File: src/rtl/dir_home_pkg.sv
package dir_home_pkg;

    typedef enum logic [2:0] {
        REQ_RD   = 3'd0,
        REQ_RDX  = 3'd1,
        REQ_UPG  = 3'd2,
        REQ_WB   = 3'd3,
        REQ_SHWB = 3'd4,
        REQ_XFER = 3'd5
    } req_e;

    typedef enum logic [3:0] {
        RSP_NONE     = 4'd0,
        RSP_DATA     = 4'd1,
        RSP_DATA_EX  = 4'd2,
        RSP_UPG_ACK  = 4'd3,
        RSP_SPEC     = 4'd4,
        RSP_FWD_RD   = 4'd5,
        RSP_FWD_RDX  = 4'd6,
        RSP_INVAL    = 4'd7,
        RSP_WB_ACK   = 4'd8,
        RSP_WB_DATA  = 4'd9,
        RSP_NACK     = 4'd10
    } rsp_e;

    typedef enum logic [2:0] {
        DS_UNOWNED = 3'd0,
        DS_SHARED  = 3'd1,
        DS_EXCL    = 3'd2,
        DS_BUSY_SH = 3'd3,
        DS_BUSY_EX = 3'd4
    } dstate_e;

    typedef enum logic [2:0] {
        F_IDLE  = 3'd0,
        F_EVAL  = 3'd1,
        F_SEND1 = 3'd2,
        F_SEND2 = 3'd3,
        F_INVAL = 3'd4
    } fsm_e;

endpackage

File: src/rtl/dir_entry_store.sv
module dir_entry_store
    import dir_home_pkg::*;
#(
    parameter int NODES   = 8,
    parameter int NUM_BLK = 16,
    localparam int NODE_W = $clog2(NODES),
    localparam int BLK_W  = $clog2(NUM_BLK)
) (
    input  logic              clk,
    input  logic              rst_n,
    input  logic [BLK_W-1:0]  rd_idx,
    output dstate_e           rd_state,
    output logic [NODE_W-1:0] rd_owner,
    output logic [NODES-1:0]  rd_pres,
    output logic [NODE_W-1:0] rd_pend,
    input  logic              wr_en,
    input  logic [BLK_W-1:0]  wr_idx,
    input  dstate_e           wr_state,
    input  logic [NODE_W-1:0] wr_owner,
    input  logic [NODES-1:0]  wr_pres,
    input  logic [NODE_W-1:0] wr_pend
);

    dstate_e           st_q   [NUM_BLK];
    logic [NODE_W-1:0] own_q  [NUM_BLK];
    logic [NODES-1:0]  pres_q [NUM_BLK];
    logic [NODE_W-1:0] pend_q [NUM_BLK];

    for (genvar g = 0; g < NUM_BLK; g++) begin : g_entry
        always_ff @(posedge clk) begin
            if (!rst_n) begin
                st_q[g]   <= DS_UNOWNED;
                own_q[g]  <= '0;
                pres_q[g] <= '0;
                pend_q[g] <= '0;
            end else if (wr_en && (wr_idx == BLK_W'(g))) begin
                st_q[g]   <= wr_state;
                own_q[g]  <= wr_owner;
                pres_q[g] <= wr_pres;
                pend_q[g] <= wr_pend;
            end
        end
    end

    assign rd_state = st_q[rd_idx];
    assign rd_owner = own_q[rd_idx];
    assign rd_pres  = pres_q[rd_idx];
    assign rd_pend  = pend_q[rd_idx];

endmodule

File: src/rtl/dir_lowest_pick.sv
module dir_lowest_pick #(
    parameter int NODES   = 8,
    localparam int NODE_W = $clog2(NODES)
) (
    input  logic [NODES-1:0]  mask,
    output logic [NODE_W-1:0] idx,
    output logic              any
);

    always_comb begin
        idx = '0;
        any = |mask;
        for (int i = NODES - 1; i >= 0; i--) begin
            if (mask[i]) idx = NODE_W'(i);
        end
    end

endmodule

File: src/rtl/dir_rules.sv
module dir_rules
    import dir_home_pkg::*;
#(
    parameter int NODES   = 8,
    localparam int NODE_W = $clog2(NODES)
) (
    input  req_e              req_type,
    input  logic [NODE_W-1:0] req_src,
    input  dstate_e           cur_state,
    input  logic [NODE_W-1:0] cur_owner,
    input  logic [NODES-1:0]  cur_pres,
    input  logic [NODE_W-1:0] cur_pend,
    output dstate_e           nx_state,
    output logic [NODE_W-1:0] nx_owner,
    output logic [NODES-1:0]  nx_pres,
    output logic [NODE_W-1:0] nx_pend,
    output logic              m1_vld,
    output rsp_e              m1_type,
    output logic [NODE_W-1:0] m1_dst,
    output logic [NODE_W-1:0] m1_arg,
    output logic              m2_vld,
    output rsp_e              m2_type,
    output logic [NODE_W-1:0] m2_dst,
    output logic [NODE_W-1:0] m2_arg,
    output logic [NODES-1:0]  inv_mask
);

    function automatic logic [NODES-1:0] one_hot(input logic [NODE_W-1:0] n);
        logic [NODES-1:0] v;
        v    = '0;
        v[n] = 1'b1;
        return v;
    endfunction

    function automatic logic [NODE_W-1:0] count_set(input logic [NODES-1:0] v);
        logic [NODE_W-1:0] c;
        c = '0;
        for (int i = 0; i < NODES; i++) c = c + NODE_W'(v[i]);
        return c;
    endfunction

    logic [NODES-1:0] others;

    always_comb begin
        nx_state = cur_state;
        nx_owner = cur_owner;
        nx_pres  = cur_pres;
        nx_pend  = cur_pend;
        m1_vld   = 1'b0;
        m1_type  = RSP_NONE;
        m1_dst   = req_src;
        m1_arg   = '0;
        m2_vld   = 1'b0;
        m2_type  = RSP_NONE;
        m2_dst   = '0;
        m2_arg   = '0;
        inv_mask = '0;
        others   = cur_pres & ~one_hot(req_src);

        unique case (req_type)
            REQ_RD: begin
                m1_vld = 1'b1;
                unique case (cur_state)
                    DS_UNOWNED: begin
                        nx_state = DS_EXCL;
                        nx_owner = req_src;
                        nx_pres  = one_hot(req_src);
                        m1_type  = RSP_DATA;
                    end
                    DS_SHARED: begin
                        nx_pres = cur_pres | one_hot(req_src);
                        m1_type = RSP_DATA;
                    end
                    DS_EXCL: begin
                        nx_state = DS_BUSY_SH;
                        nx_pend  = req_src;
                        nx_pres  = cur_pres | one_hot(req_src);
                        m1_type  = RSP_SPEC;
                        m2_vld   = 1'b1;
                        m2_type  = RSP_FWD_RD;
                        m2_dst   = cur_owner;
                        m2_arg   = req_src;
                    end
                    default: m1_type = RSP_NACK;
                endcase
            end
            REQ_RDX, REQ_UPG: begin
                m1_vld = 1'b1;
                unique case (cur_state)
                    DS_SHARED: begin
                        nx_state = DS_EXCL;
                        nx_owner = req_src;
                        nx_pres  = one_hot(req_src);
                        m1_type  = (req_type == REQ_RDX) ? RSP_DATA_EX : RSP_UPG_ACK;
                        m1_arg   = count_set(others);
                        inv_mask = others;
                    end
                    DS_UNOWNED: begin
                        if (req_type == REQ_RDX) begin
                            nx_state = DS_EXCL;
                            nx_owner = req_src;
                            nx_pres  = one_hot(req_src);
                            m1_type  = RSP_DATA_EX;
                        end else begin
                            m1_type = RSP_NACK;
                        end
                    end
                    DS_EXCL: begin
                        if (req_type == REQ_RDX) begin
                            nx_state = DS_BUSY_EX;
                            nx_pend  = req_src;
                            m1_type  = RSP_SPEC;
                            m2_vld   = 1'b1;
                            m2_type  = RSP_FWD_RDX;
                            m2_dst   = cur_owner;
                            m2_arg   = req_src;
                        end else begin
                            m1_type = RSP_NACK;
                        end
                    end
                    default: m1_type = RSP_NACK;
                endcase
            end
            REQ_WB: begin
                m1_vld = 1'b1;
                unique case (cur_state)
                    DS_EXCL: begin
                        m1_type = RSP_WB_ACK;
                        if (req_src == cur_owner) begin
                            nx_state = DS_UNOWNED;
                            nx_pres  = '0;
                        end
                    end
                    DS_BUSY_SH, DS_BUSY_EX: begin
                        nx_state = (cur_state == DS_BUSY_SH) ? DS_SHARED : DS_EXCL;
                        nx_owner = cur_pend;
                        nx_pres  = one_hot(cur_pend);
                        m1_type  = RSP_WB_DATA;
                        m1_dst   = cur_pend;
                        m1_arg   = req_src;
                        m2_vld   = 1'b1;
                        m2_type  = RSP_WB_ACK;
                        m2_dst   = req_src;
                    end
                    default: m1_type = RSP_WB_ACK;
                endcase
            end
            REQ_SHWB: begin
                if (cur_state == DS_BUSY_SH) begin
                    nx_state = DS_SHARED;
                    nx_pres  = one_hot(cur_owner) | one_hot(cur_pend);
                end
            end
            REQ_XFER: begin
                if (cur_state == DS_BUSY_EX) begin
                    nx_state = DS_EXCL;
                    nx_owner = cur_pend;
                    nx_pres  = one_hot(cur_pend);
                end
            end
            default: ;
        endcase
    end

endmodule

File: src/rtl/dir_home_ctrl.sv
module dir_home_ctrl
    import dir_home_pkg::*;
#(
    parameter int NODES   = 8,
    parameter int NUM_BLK = 16,
    localparam int NODE_W = $clog2(NODES),
    localparam int BLK_W  = $clog2(NUM_BLK)
) (
    input  logic              clk,
    input  logic              rst_n,
    input  logic              in_valid,
    output logic              in_ready,
    input  logic [2:0]        in_type,
    input  logic [NODE_W-1:0] in_src,
    input  logic [BLK_W-1:0]  in_blk,
    output logic              out_valid,
    input  logic              out_ready,
    output logic [3:0]        out_type,
    output logic [NODE_W-1:0] out_dst,
    output logic [BLK_W-1:0]  out_blk,
    output logic [NODE_W-1:0] out_arg
);

    fsm_e fsm_q, fsm_d;

    logic [2:0]        lat_type;
    logic [NODE_W-1:0] lat_src;
    logic [BLK_W-1:0]  lat_blk;

    dstate_e           e_state;
    logic [NODE_W-1:0] e_owner, e_pend;
    logic [NODES-1:0]  e_pres;

    dstate_e           n_state;
    logic [NODE_W-1:0] n_owner, n_pend;
    logic [NODES-1:0]  n_pres;

    logic              r1_vld, r2_vld;
    rsp_e              r1_type, r2_type;
    logic [NODE_W-1:0] r1_dst, r1_arg, r2_dst, r2_arg;
    logic [NODES-1:0]  r_inv;

    logic              m1_vld_q, m2_vld_q;
    rsp_e              m1_type_q, m2_type_q;
    logic [NODE_W-1:0] m1_dst_q, m1_arg_q, m2_dst_q, m2_arg_q;
    logic [NODES-1:0]  inv_q;

    logic [NODE_W-1:0] pick_idx;
    logic              pick_any;
    logic              inv_last;
    logic              take;

    dir_entry_store #(.NODES(NODES), .NUM_BLK(NUM_BLK)) i_store (
        .clk      (clk),
        .rst_n    (rst_n),
        .rd_idx   (lat_blk),
        .rd_state (e_state),
        .rd_owner (e_owner),
        .rd_pres  (e_pres),
        .rd_pend  (e_pend),
        .wr_en    (fsm_q == F_EVAL),
        .wr_idx   (lat_blk),
        .wr_state (n_state),
        .wr_owner (n_owner),
        .wr_pres  (n_pres),
        .wr_pend  (n_pend)
    );

    dir_rules #(.NODES(NODES)) i_rules (
        .req_type  (req_e'(lat_type)),
        .req_src   (lat_src),
        .cur_state (e_state),
        .cur_owner (e_owner),
        .cur_pres  (e_pres),
        .cur_pend  (e_pend),
        .nx_state  (n_state),
        .nx_owner  (n_owner),
        .nx_pres   (n_pres),
        .nx_pend   (n_pend),
        .m1_vld    (r1_vld),
        .m1_type   (r1_type),
        .m1_dst    (r1_dst),
        .m1_arg    (r1_arg),
        .m2_vld    (r2_vld),
        .m2_type   (r2_type),
        .m2_dst    (r2_dst),
        .m2_arg    (r2_arg),
        .inv_mask  (r_inv)
    );

    dir_lowest_pick #(.NODES(NODES)) i_pick (
        .mask (inv_q),
        .idx  (pick_idx),
        .any  (pick_any)
    );

    assign take     = out_valid && out_ready;
    assign inv_last = (inv_q & (inv_q - NODES'(1))) == '0;

    // state register
    always_ff @(posedge clk) begin
        if (!rst_n) fsm_q <= F_IDLE;
        else        fsm_q <= fsm_d;
    end

    // next-state logic
    always_comb begin
        fsm_d = fsm_q;
        unique case (fsm_q)
            F_IDLE:  if (in_valid) fsm_d = F_EVAL;
            F_EVAL:  fsm_d = r1_vld ? F_SEND1 : F_IDLE;
            F_SEND1: if (out_ready) fsm_d = m2_vld_q ? F_SEND2 : ((|inv_q) ? F_INVAL : F_IDLE);
            F_SEND2: if (out_ready) fsm_d = (|inv_q) ? F_INVAL : F_IDLE;
            F_INVAL: if (out_ready && inv_last) fsm_d = F_IDLE;
            default: fsm_d = F_IDLE;
        endcase
    end

    // request latch and message registers
    always_ff @(posedge clk) begin
        if (!rst_n) begin
            lat_type  <= '0;
            lat_src   <= '0;
            lat_blk   <= '0;
            m1_vld_q  <= 1'b0;
            m2_vld_q  <= 1'b0;
            m1_type_q <= RSP_NONE;
            m2_type_q <= RSP_NONE;
            m1_dst_q  <= '0;
            m1_arg_q  <= '0;
            m2_dst_q  <= '0;
            m2_arg_q  <= '0;
            inv_q     <= '0;
        end else begin
            if (fsm_q == F_IDLE && in_valid) begin
                lat_type <= in_type;
                lat_src  <= in_src;
                lat_blk  <= in_blk;
            end
            if (fsm_q == F_EVAL) begin
                m1_vld_q  <= r1_vld;
                m1_type_q <= r1_type;
                m1_dst_q  <= r1_dst;
                m1_arg_q  <= r1_arg;
                m2_vld_q  <= r2_vld;
                m2_type_q <= r2_type;
                m2_dst_q  <= r2_dst;
                m2_arg_q  <= r2_arg;
                inv_q     <= r_inv;
            end
            if (fsm_q == F_INVAL && take && pick_any) begin
                inv_q[pick_idx] <= 1'b0;
            end
        end
    end

    // outputs
    always_comb begin
        in_ready  = 1'b0;
        out_valid = 1'b0;
        out_type  = 4'(RSP_NONE);
        out_dst   = '0;
        out_arg   = '0;
        out_blk   = lat_blk;
        unique case (fsm_q)
            F_IDLE:  in_ready = 1'b1;
            F_EVAL:  ;
            F_SEND1: begin
                out_valid = 1'b1;
                out_type  = 4'(m1_type_q);
                out_dst   = m1_dst_q;
                out_arg   = m1_arg_q;
            end
            F_SEND2: begin
                out_valid = 1'b1;
                out_type  = 4'(m2_type_q);
                out_dst   = m2_dst_q;
                out_arg   = m2_arg_q;
            end
            F_INVAL: begin
                out_valid = 1'b1;
                out_type  = 4'(RSP_INVAL);
                out_dst   = pick_idx;
                out_arg   = lat_src;
            end
            default: ;
        endcase
    end

endmodule

File: config.mk
export PLATFORM = sky130hd
export DESIGN_NAME = dir_home_ctrl
export DESIGN_NICKNAME = d
export VERILOG_FILES = /design/src/rtl/dir_home_pkg.sv /design/src/rtl/dir_entry_store.sv /design/src/rtl/dir_lowest_pick.sv /design/src/rtl/dir_rules.sv /design/src/rtl/dir_home_ctrl.sv
export SDC_FILE = /design/constraint.sdc
export NUM_CORES = 1
export LEC_CHECK = 0
export BUFFER_PORTS_ARGS = -buffer_cell sky130_fd_sc_hd__clkbuf_2
export CAP_MARGIN = 25
export CORE_ASPECT_RATIO = 0.8
export CORE_MARGIN = 2
export CORE_UTILIZATION = 52
export DETAILED_ROUTE_END_ITERATION = 10
export PLACE_DENSITY = 0.68
export SLEW_MARGIN = 30
export SYNTH_ARGS = -nofsm -noshare
export SYNTH_HDL_FRONTEND = slang
export SYNTH_HIERARCHICAL = 1
export SYNTH_SLANG_ARGS = --single-unit
File: constraint.sdc
create_clock -name clk -period 11 [get_ports clk]
set_input_delay 0.55 -clock clk [delete_from_list [all_inputs] [get_ports clk]]
set_output_delay 0.55 -clock clk [all_outputs]
set_load 0.05 [all_outputs]
======== Word-level counts from Yosys, hierarchy flattened ========
Memories as Yosys holds them, arrays and structs flattened. A register that Yosys moved wholly into a read port is not among the register bits.
Cells that the tools add are included.
storage, ports and cells
  input port bits ......................... 14
  RAM bits ................................ 272
  flip-flop bits (word level) ............. 42
  logic and storage cells ................. 388
  memories ................................ 4
operators by class
  order comparisons ....................... 8
  add/subtract/negate cells ............... 8
  reduce and logical (&&, ||, !) cells .... 38
  bitwise gates (word level) .............. 71
  muxes and demuxes ....................... 214
  equality and inequality tests ........... 33
memory list
  memory          words  bits a word  read ports  clocked after memory_dff  write ports  line                   text
  i_store.pres_q  16     8            1           1                         16           dir_entry_store.sv:26  logic [NODES-1:0] pres_q [NUM_BLK];
  i_store.own_q   16     3            1           1                         16           dir_entry_store.sv:25  logic [NODE_W-1:0] own_q [NUM_BLK];
  i_store.pend_q  16     3            1           1                         16           dir_entry_store.sv:27  logic [NODE_W-1:0] pend_q [NUM_BLK];
  i_store.st_q    16     3            1           1                         16           dir_entry_store.sv:24  dstate_e st_q [NUM_BLK];
operators with widths
  operator              count
  $mux W3               86
  $mux W8               25
  $or A1 B1 Y1          64
  $mux W1               62
  $mux W4               12
  $pmux W4 S3           4
  $pmux W8 S2           3
  $pmux W8 S5           1
  $pmux W3 S2           6
  $pmux W3 S3           4
  $eq A4 B4 Y1 const B  8
  $pmux W3 S5           2
  $logic_and A1 B1 Y1   25
  $and A8 B8 Y8         3
  $add A3 B1 Y3         6
  $eq A3 B2 Y1 const B  6
  $eq A4 B3 Y1 const B  4
  $lt A3 B4 Y1 const B  4
  $not A8 Y8            2
  $or A8 B8 Y8          2
  $demux W1 S3          4
  $eq A3 B3 Y1 const B  4
  $ge A3 B1 Y1 const B  4
  $pmux W3 S4           1
  18 further kinds      30

======== Longest topological paths before layout ========
Gate-level depths: netlist of run 1.
  word-level depth ........................ 15
  mapped depth ............................ 20
  gate-level depth less buffers ........... 17

======== Cells and area by module ========
Netlist of run 1, hierarchy kept.
by module, submodules not included
  module           cells each  seq. area each (sq um)  times used  area each (sq um)
  dir_entry_store  770         8,167.8                 1           12,253.0
  dir_home_ctrl    250         840.8                   1           1,983.2
  dir_rules        286         0.0                     1           1,808.0
  dir_lowest_pick  13          0.0                     1           81.3

======== Worst setup path after synthesis of run 1 ========
Ideal clock, no wire load.
  kind .................................... register to register
  start point ............................. reg out_blk[0] (netlist name)
  end point ............................... reg m1_arg_q[2]
  path buffers ............................ 2
  data arrival time ....................... 4,747 ps
  cell stages (with the launch flop) ...... 19
  path slack .............................. 6,177 ps
  cells stage by stage .................... dfxtp_1 buf_6 buf_2 mux4_2 a22oi_1 nand2_1 and2_1 fa_1 fa_1 inv_1 fa_1 inv_1 ha_1 inv_1 fa_1 xor2_1 o21ai_0 nand2_1 a21boi_0
RTL lines
  element                 line                  text
  end signal: assignment  dir_home_ctrl.sv:144  m1_arg_q <= r1_arg;
  end: declaration        dir_home_ctrl.sv:45   logic [NODE_W-1:0] m1_dst_q, m1_arg_q, m2_dst_q, m2_arg_q;

==> run metrics, run 1 <==
antenna violations before repair 1; peak fanout along the critical path 30; dominant synthesized flop cell edfxtp_1; pin count of the biggest net entering global routing 65; fin nets 1340; top cells by count, synth and2_1, edfxtp_1, nand2_1, clkbuf_1, mux4_2; Total GRT Usage 26.7%; worst-margin pin slew 1.03 ns; CTS sink count 314; run status finished clean; die area 0.0324 mm2; Final Setup Violations 0; First DRT Iteration DRCs 1402; Die X 201 um; drc violations 0; Pins Over Slew Limit 0; number of global-route vias before repair 10600; Synth Area per Inst 12.2 um2; relative slew slack 31.4%; sequential power share 36.0%; Synth Register Bits 314; upper clock frequency limit 0.164 GHz; share of cells above drive strength 1 17.5%; cells after synthesis 1319; Netlist cell types 77; Synth area leaders edfxtp_1, and2_1, mux4_2, dfxtp_1, nand2_1; RSZ-0062 raised after global routing no; worst-skew pair later-pin latency 0.59 ns; WL per Instance 24.2 um; Post-Synth XOR/XNOR Area 0.272%; multiplexer area fraction after synthesis 10.4%; Clk pwr share 27.2%; Yosys Warn Count 6; Syn Nets 1339; min-delay worst type input pin to flip-flop; Sw Ratio 38.5%; Post-CTS Hold Buffers 0; via count 10800; CP Data Arrival Time 6.54 ns; NetSw 1.57 mW; CTS tree yes; skew final 0.0129 ns; Area Growth Syn to Fin 10.7%; num rows 57; Ant. Diodes 0; Synth Area in Adders 0.776%; I/O Buffers 29; Reg clk slew, reported paths 0.07 ns; first-pass GRT wire length 65600 um; post-CTS resize count 0; RR Startpoint out_blk[0]; internal power 2.51 mW; number of CTS-inserted buffers 31; HP Start in_type[0]; H-Tree Depth 1; FF+latch area 0.00902 mm2; TNS Setup 0 ns; startpoint types flip-flop; Synth Area in Compound Gates 9.51%; Final Wtd Congestion 0.957; Final min period 6.09 ns; top-area cell type share of the netlist area 50.7%; Simple-Gate Fraction of Synth Area 19.9%; Boundary Pins 30; worst hold slack 0.179 ns; Post-Synthesis Cell Area 0.0161 mm2; clock root buffer clkbuf_16; Vert. Die Dim 162 um; Initial Utilization 53.0%; Peak VDD IR 126 uV; DRT antenna net count 0; Worst Setup SP out_blk[0]; Longest Clk Path Bufs 3; Synth async-reset ratio 0%; Worst EP required 11.46 ns; max_cap viols 0; Detail Placement HPWL 27400 um; vias per cell 6.15; Post-CTS Setup Bufs 0; CP Capture Type flip-flop; pwr dens 228 mW/mm2; post-synthesis sequential area ratio 55.9%; total wire length 42600 um; EDFF count, synth 272; Fill cells 2446; remaining global-route overflow 0; period utilization 55.3%; Leak 6.43 nW; Fin. Hold Viols 0; first-pass iteration count of the detailed router 8; footprint of the multi-input gates 0.00674 mm2; core area 0.0305 mm2; Logic pwr share 36.8%; cell with the most instances after synthesis and2_1; worst setup path category flip-flop to flip-flop; post-synth top area cell edfxtp_1; largest family of logic cells by synthesized area simple AND/OR/NAND/NOR gates
per-layer routing:
| layer | global-route usage (%) | wire, um | part of all wire [%] |
|---|---|---|---|
| met5 | 0 | 0 | 0 |
| met4 | 7.07 | 1090 | 2.6 |
| met3 | 5.87 | 4400 | 10 |
| met2 | 40.6 | 18900 | 44 |
| met1 | 39.3 | 18200 | 43 |
critical path: stages (launching register included):
cell and delay [ns]:
dfxtp_4 0.60, buf_4 0.55, buf_4 0.60, mux4_2 0.58, a22oi_1 0.31, nand2_1 0.53, nor3b_2 0.60, o21ba_1 0.41
a31o_2 0.32, nand2_1 0.14, o221ai_1 0.83, buf_4 0.30, and2_1 0.14
kinds of logic (layout without fill, tap and decap cells):
logic type	count (synthesis)	in the layout
flip-flops	314	314
AND/OR/NAND/NOR	575	575
adder cells (fa/ha/maj)	8	8
buffers and inverters	121	146
XOR/XNOR	5	5
AO/OA/AOI/OAI	216	216
multiplexers	80	80
cell usage in the layout (no fill, tap or decap), types with 5 or more instances in the layout:
master	synthesis	layout
a22o_1	5	5
inv_1	14	14
nor2b_1	13	13
clkinv_1	1	8
o211ai_1	18	18
mux2_2	7	7
o21ai_0	44	28
and2_1	282	282
nand2_1	127	127
a21oi_1	23	23
a21boi_0	22	22
nor3_1	18	18
mux2i_1	5	5
clkbuf_2	3	29
and3b_1	6	6
nand3b_1	7	7
edfxtp_1	272	272
nand4_1	5	5
o21ai_1	1	7
nand2b_1	13	13
clkinv_2	0	7
nor2_1	51	49
a21boi_1	10	10
nor3b_1	8	8
dfxtp_1	42	40
o21ai_4	0	10
or2_2	10	10
mux4_2	65	65
clkbuf_16	0	31
bufinv_16	0	6
and3_1	5	5
a22oi_1	41	41
nand3_1	10	9
xor2_1	5	5
a31oi_1	7	7
buf_4	1	43
final cells by class:
type / count / area share (%)
Sequential cell: 314 / 50.5
Multi-Input combinational cell: 884 / 37.7
Clock buffer: 35 / 4.43
Tap cell: 413 / 2.89
Timing Repair Buffer: 73 / 2.65
Clock inverter: 22 / 1.49
Inverter: 16 / 0.336
final timing paths:
check / end / slack [ns] / cells past startpoint
hold reg to reg: m2_dst_q[1] / 0.46 / 2
setup reg to reg: i_store/pres_q[4][5] / 4.91 / 12
hold / removal: lat_type[0] / 0.18 / 3
setup / recovery: i_store/pres_q[4][5] / 4.91 / 12
stage by stage:
| stage | std cells | cell area (um2) | total power, mW | util (%) | setup WS [ns] |
|---|---|---|---|---|---|
| after floorplan | 1319 | 16100 | 2.44 | - | 6.18 |
| after global placement | 1698 | 16700 | 2.92 | 54.8 | 5.20 |
| after detailed placement | 1699 | 16800 | 2.95 | 55.2 | 5.01 |
| after CTS | 1756 | 17900 | 4.06 | 58.6 | 4.97 |
| after global routing | 1757 | 17900 | 4.26 | 58.6 | 4.51 |
| final | 1757 | 17900 | 4.08 | 58.6 | 4.91 |
flip-flops by register name, indices dropped and copies added (netlist names), 4 cells and up:
name            cells
out_blk             4
inv_q               8
m2_type_q           4
i_store/pend_q     48
i_store/own_q      48
m1_type_q           4
i_store/pres_q    128
i_store/st_q       48
power by group through the flow:
stage                     Sequential (mW)  Clock (mW)  Combinational (mW)
after detailed placement             1.49           0                1.46
final                                1.47        1.11                1.50
after floorplan                      1.46           0               0.977
after global routing                 1.48        1.17                1.61
after global placement               1.49           0                1.43
after CTS                            1.47        1.12                1.47
Power figures use the tool's default switching activity.
==> inputs of run 2 (changes only) <==
- PLACE_DENSITY: 0.68 -> 0.71
- clock period: 11 -> 5.48 ns (I/O delays scaled with it)
==> run 2 against run 1 <==
Compared with the run above:
- critical endpoint is now i_store/pres_q[13][2]
- total power up 100%
- critical path depth unchanged
- combinational power up 100%
- flip-flop and latch count unchanged
- die area unchanged
- count of clock-buffer cells in the layout up 12
- non-clock buffer count up 26
- final cell count up 1.8%
- largest cell class unchanged
- utilization up 0.85 points
- register-to-register slack worse by 4.3 ns
==> run metrics, run 2 (synthesis gave the netlist of run 1 again) <==
startpoint types flip-flop; total wire length 43400 um; Top Layer Used met4; pin count of the biggest net entering global routing 46; remaining global-route overflow 0; most common cell after layout, fill and taps aside and2_1; number of global-route vias before repair 10700; Total GRT Usage 27.0%; RSZ-0062 raised after global routing no; critical path's top delay family compound AO/OA/AOI/OAI gates; worst-skew pair later-pin latency 0.53 ns; period utilization 89.6%; post-CTS resize count 0; vias per cell 6.17; Final Core Density 59.5%; number of CTS-inserted buffers 34; max reg flops 128; Final min period 4.91 ns; Fill cells 2431; Initial Utilization 53.0%; Longest Clk Path Bufs 3; Buffers & Inverters on Critical Path 3; num rows 57; pwr dens 454 mW/mm2; skew final 0.0194 ns; relative slew slack 43.9%; Worst EP required 5.87 ns; Reg with most FFs i_store/pres_q; via count 11000; worst setup path category flip-flop to flip-flop; worst path cell trace buf_4 > mux4_2 > a22oi_1 > nand2_1 > buf_4 > nor3b_2 > o21ba_1 > a31o_2 > a21oi_1 > o221ai_1 > buf_4 > and2_1; CP Data Arrival Time 5.29 ns; Ant. Diodes 0; die area 0.0324 mm2; core area 0.0305 mm2; CP max stage delay 0.79 ns; first-pass GRT wire length 65800 um; first-pass iteration count of the detailed router 6; worst-margin pin slew 0.839 ns; DRT met1 WL 18500 um; DRT antenna net count 0; CP Capture Type flip-flop; WL met3 4320 um; Final Wtd Congestion 0.925; min-delay worst type input pin to flip-flop; footprint of the multi-input gates 0.00674 mm2; Die X 201 um; max_cap viols 0; upper clock frequency limit 0.204 GHz; Leak 6.56 nW; Critical-path top delay cell dfxtp_4; TNS Setup 0 ns; Pins Over Slew Limit 0; commonest non-fill, non-tap cells in the layout and2_1, edfxtp_1, nand2_1, mux4_2, buf_4; Detail Placement HPWL 27800 um; WL per Instance 24.3 um; Area Growth Syn to Fin 12.3%; Vert. Die Dim 162 um; antenna violations before repair 0; Final Setup Violations 0; FF+latch area 0.00902 mm2; CTS tree yes; peak fanout along the critical path 39; clock root buffer clkbuf_16; fin nets 1369; Reg clk slew, reported paths 0.06 ns; CTS sink count 314; Fin. Hold Viols 0; share of cells above drive strength 1 18.3%; I/O Buffers 29; H-Tree Depth 2; met2 WL post-DR 19600 um; CP dominant cell by count buf_4; drc violations 0; Peak VDD IR 330 uV; run status finished clean; First DRT Iteration DRCs 1482; Boundary Pins 30
==> run 2: final cells by class <==
type / instances / share of cell area [%]
inverters: 16 / 0.332
well taps: 413 / 2.85
clock buffers: 47 / 5.19
flip-flops and latches: 314 / 49.8
clock inverters: 15 / 0.677
multi-input cells: 884 / 37.2
repair buffers: 99 / 3.95
==> run 2: routing by layer <==
metal	track usage, %	vias up
li1	-	4904
met1	39.1	5493
met2	40.8	533
met3	6.76	96
met4	7.47	0
met5	0	-
==> run 2: final timing paths <==
| kind | start | to | slack (ns) | cells past startpoint |
|---|---|---|---|---|
| worst min-delay path | in_blk[0] | out_blk[0] | 0.03 | 3 |
| worst max-delay path | out_blk[0] | i_store/pres_q[13][2] | 0.57 | 12 |
| worst max register to register | out_blk[0] | i_store/pres_q[13][2] | 0.57 | 12 |
| worst min register to register | m2_dst_q[2] | m2_dst_q[2] | 0.47 | 2 |
==> run 2: worst min-delay path, cell delays in order <==
cell and delay [ns]:
clkbuf_2 0.08, nand2_1 0.05, a21boi_1 0.09
==> run 2: timing repair <==
item	in CTS	in global routing
endpoints found under the hold margin	9	0
hold buffers	9	0
buffers inserted	0	0
==> run 2: metrics by stage <==
stage                     hold slack (ns)  setup WS, ns  cells  total power, mW  cell area [um2]
after global routing               0.0365         0.299   1788             8.58            18100
after detailed placement            0.459         0.681   1716             5.97            17000
after floorplan                     0.409         0.657   1319             4.89            16100
after global placement              0.454         0.652   1716             5.91            16900
after CTS                          0.0345         0.653   1787             8.18            18100
final                              0.0273         0.572   1788             8.22            18100
==> run 2: report_power, final <==
part	switching, mW	internal [mW]	leakage (nW)
registers	0.201	2.79	3.16
logic	2.00	1.02	2.88
clock network	0.942	1.26	0.522
==> inputs of run 3 (changes only) <==
- PLACE_DENSITY: 0.71 -> 0.77
==> run 3 against run 2 <==
Compared with the run above:
- first-iteration DRC count fell by 6.8%
- utilization fell by 0.55 points
- clock skew rose by 0.0062 ns
- die area did not move
- register-to-register slack improved by 0.07 ns
- clock power fell by 8%
- worst hold slack improved by 0.095 ns
- critical path type unchanged
- critical endpoint is now m1_arg_q[2]
- highest routed layer unchanged
==> run metrics, run 3 (synthesis gave the netlist of run 1 again) <==
Vert. Die Dim 162 um; worst-skew pair later-pin latency 0.60 ns; CTS tree yes; fin cells 1779; fin nets 1366; relative slew slack 37.5%; Final Core Density 58.9%; CTS sink count 314; period utilization 88.2%; remaining global-route overflow 0; via count 11000; worst slack at placement 0.661 ns; Worst Setup SP out_blk[0]; Fin. Hold Viols 0; Longest Clk Path Bufs 3; pwr dens 449 mW/mm2; core area 0.0305 mm2; Final min period 4.84 ns; Total GRT Usage 26.6%; Pins Over Slew Limit 0; commonest non-fill, non-tap cells in the layout and2_1, edfxtp_1, nand2_1, mux4_2, buf_4; DRT antenna net count 0; Boundary Pins 30; die area 0.0324 mm2; CP Data Arrival Time 5.34 ns; Fill cells 2405; Placed Area 0.0169 mm2; startpoint types flip-flop; Leak 6.48 nW; critical path's top delay family adder cells; H-Tree Depth 1; upper clock frequency limit 0.207 GHz; skew final 0.0256 ns; I/O Buffers 29; run status finished clean; CP Capture Type flip-flop; number of global-route vias before repair 10800; CP max stage delay 0.79 ns; pin count of the biggest net entering global routing 65; Post-CTS Hold Buffers 10; worst setup path category flip-flop to flip-flop; max_cap viols 0; num rows 57; Final Setup Violations 0; final instance area 0.0179 mm2; vias per cell 6.19; max reg flops 128; share of cells above drive strength 1 18.1%; HP Start out_ready; RR Startpoint out_blk[0]; number of CTS-inserted buffers 31; Reg with most FFs i_store/pres_q; first-pass iteration count of the detailed router 8; Critical-path top delay cell dfxtp_4; CP dominant cell by count fa_1; most common cell after layout, fill and taps aside and2_1; DP Cell Count 1715; Power Total 8.06 mW; Detail Placement HPWL 27600 um; first-pass GRT wire length 64800 um; fin worst setup slack 0.644 ns; clock root buffer clkbuf_16; WL per Instance 24.0 um; First DRT Iteration DRCs 1381; antenna violations before repair 0; Peak VDD IR 327 uV; Die X 201 um; Post-CTS Setup Bufs 0; worst path cell trace mux4_2 > a22oi_1 > nand2_1 > nor2b_1 > fa_1 > fa_1 > inv_1 > fa_1 > inv_1 > ha_1 > inv_1 > fa_1 > xor2_1 > o21ai_0 > nand2_1 > a21boi_0; Reg clk slew, reported paths 0.06 ns; post-CTS resize count 0; min-delay worst type input pin to flip-flop; Initial Utilization 53.0%; Buffers & Inverters on Critical Path 3; worst hold slack 0.122 ns; Ant. Diodes 0; RSZ-0062 raised after global routing no; worst-margin pin slew 0.931 ns; drc violations 0; Worst EP required 5.99 ns; Final Wtd Congestion 0.964; peak fanout along the critical path 34; Area Growth Syn to Fin 11.3%; total wire length 42700 um; TNS Setup 0 ns
[run 3: changes by cell type in the layout (fill, tap and decap cells not counted), moves of 2 or more]
cell        previous run  this run
clkbuf_1              10         5
o21ai_1                2        13
clkinv_1               5         7
clkinvlp_4             1         3
clkinv_2               6         3
clkbuf_8               2         0
nor2_1                51        41
clkbuf_16             35        31
nor2_2                 0        10
o21ai_2                2         0
o21ai_4               13         4
[run 3: area by class of cell]
cell class / count / area [um2] / area share [%]
clock buffer: 36 / 795 / 4.43
clock inverter: 17 / 158 / 0.878
inverter: 16 / 60.1 / 0.335
multi-input combinational: 884 / 6680 / 37.2
sequential: 314 / 9020 / 50.2
tap: 413 / 517 / 2.88
timing repair buffer: 99 / 721 / 4.02
[run 3: worst paths after layout]
check           endpoint  cells after the start  slack (ns)
max reg2reg  m1_arg_q[2]                     16        0.64
min reg2reg  m2_dst_q[2]                      2        0.46
max          m1_arg_q[2]                     16        0.64
min             inv_q[1]                      4        0.12
[run 3: worst min-delay path, cell delays in order]
cell,delay [ns]
clkbuf_2,0.12
nand2_1,0.07
nor2_1,0.07
a21oi_1,0.12
[run 3: routing by layer]
layer / global-route usage (%) / wire length, um
met5: 0 / 0
met4: 7.24 / 1070
met3: 7.04 / 5190
met2: 40.6 / 19200
met1: 37.9 / 17300
[run 3: report_power, final]
part	switching [mW]	internal, mW
sequential	0.205	2.79
combinational	2.01	1.02
clock	0.909	1.13
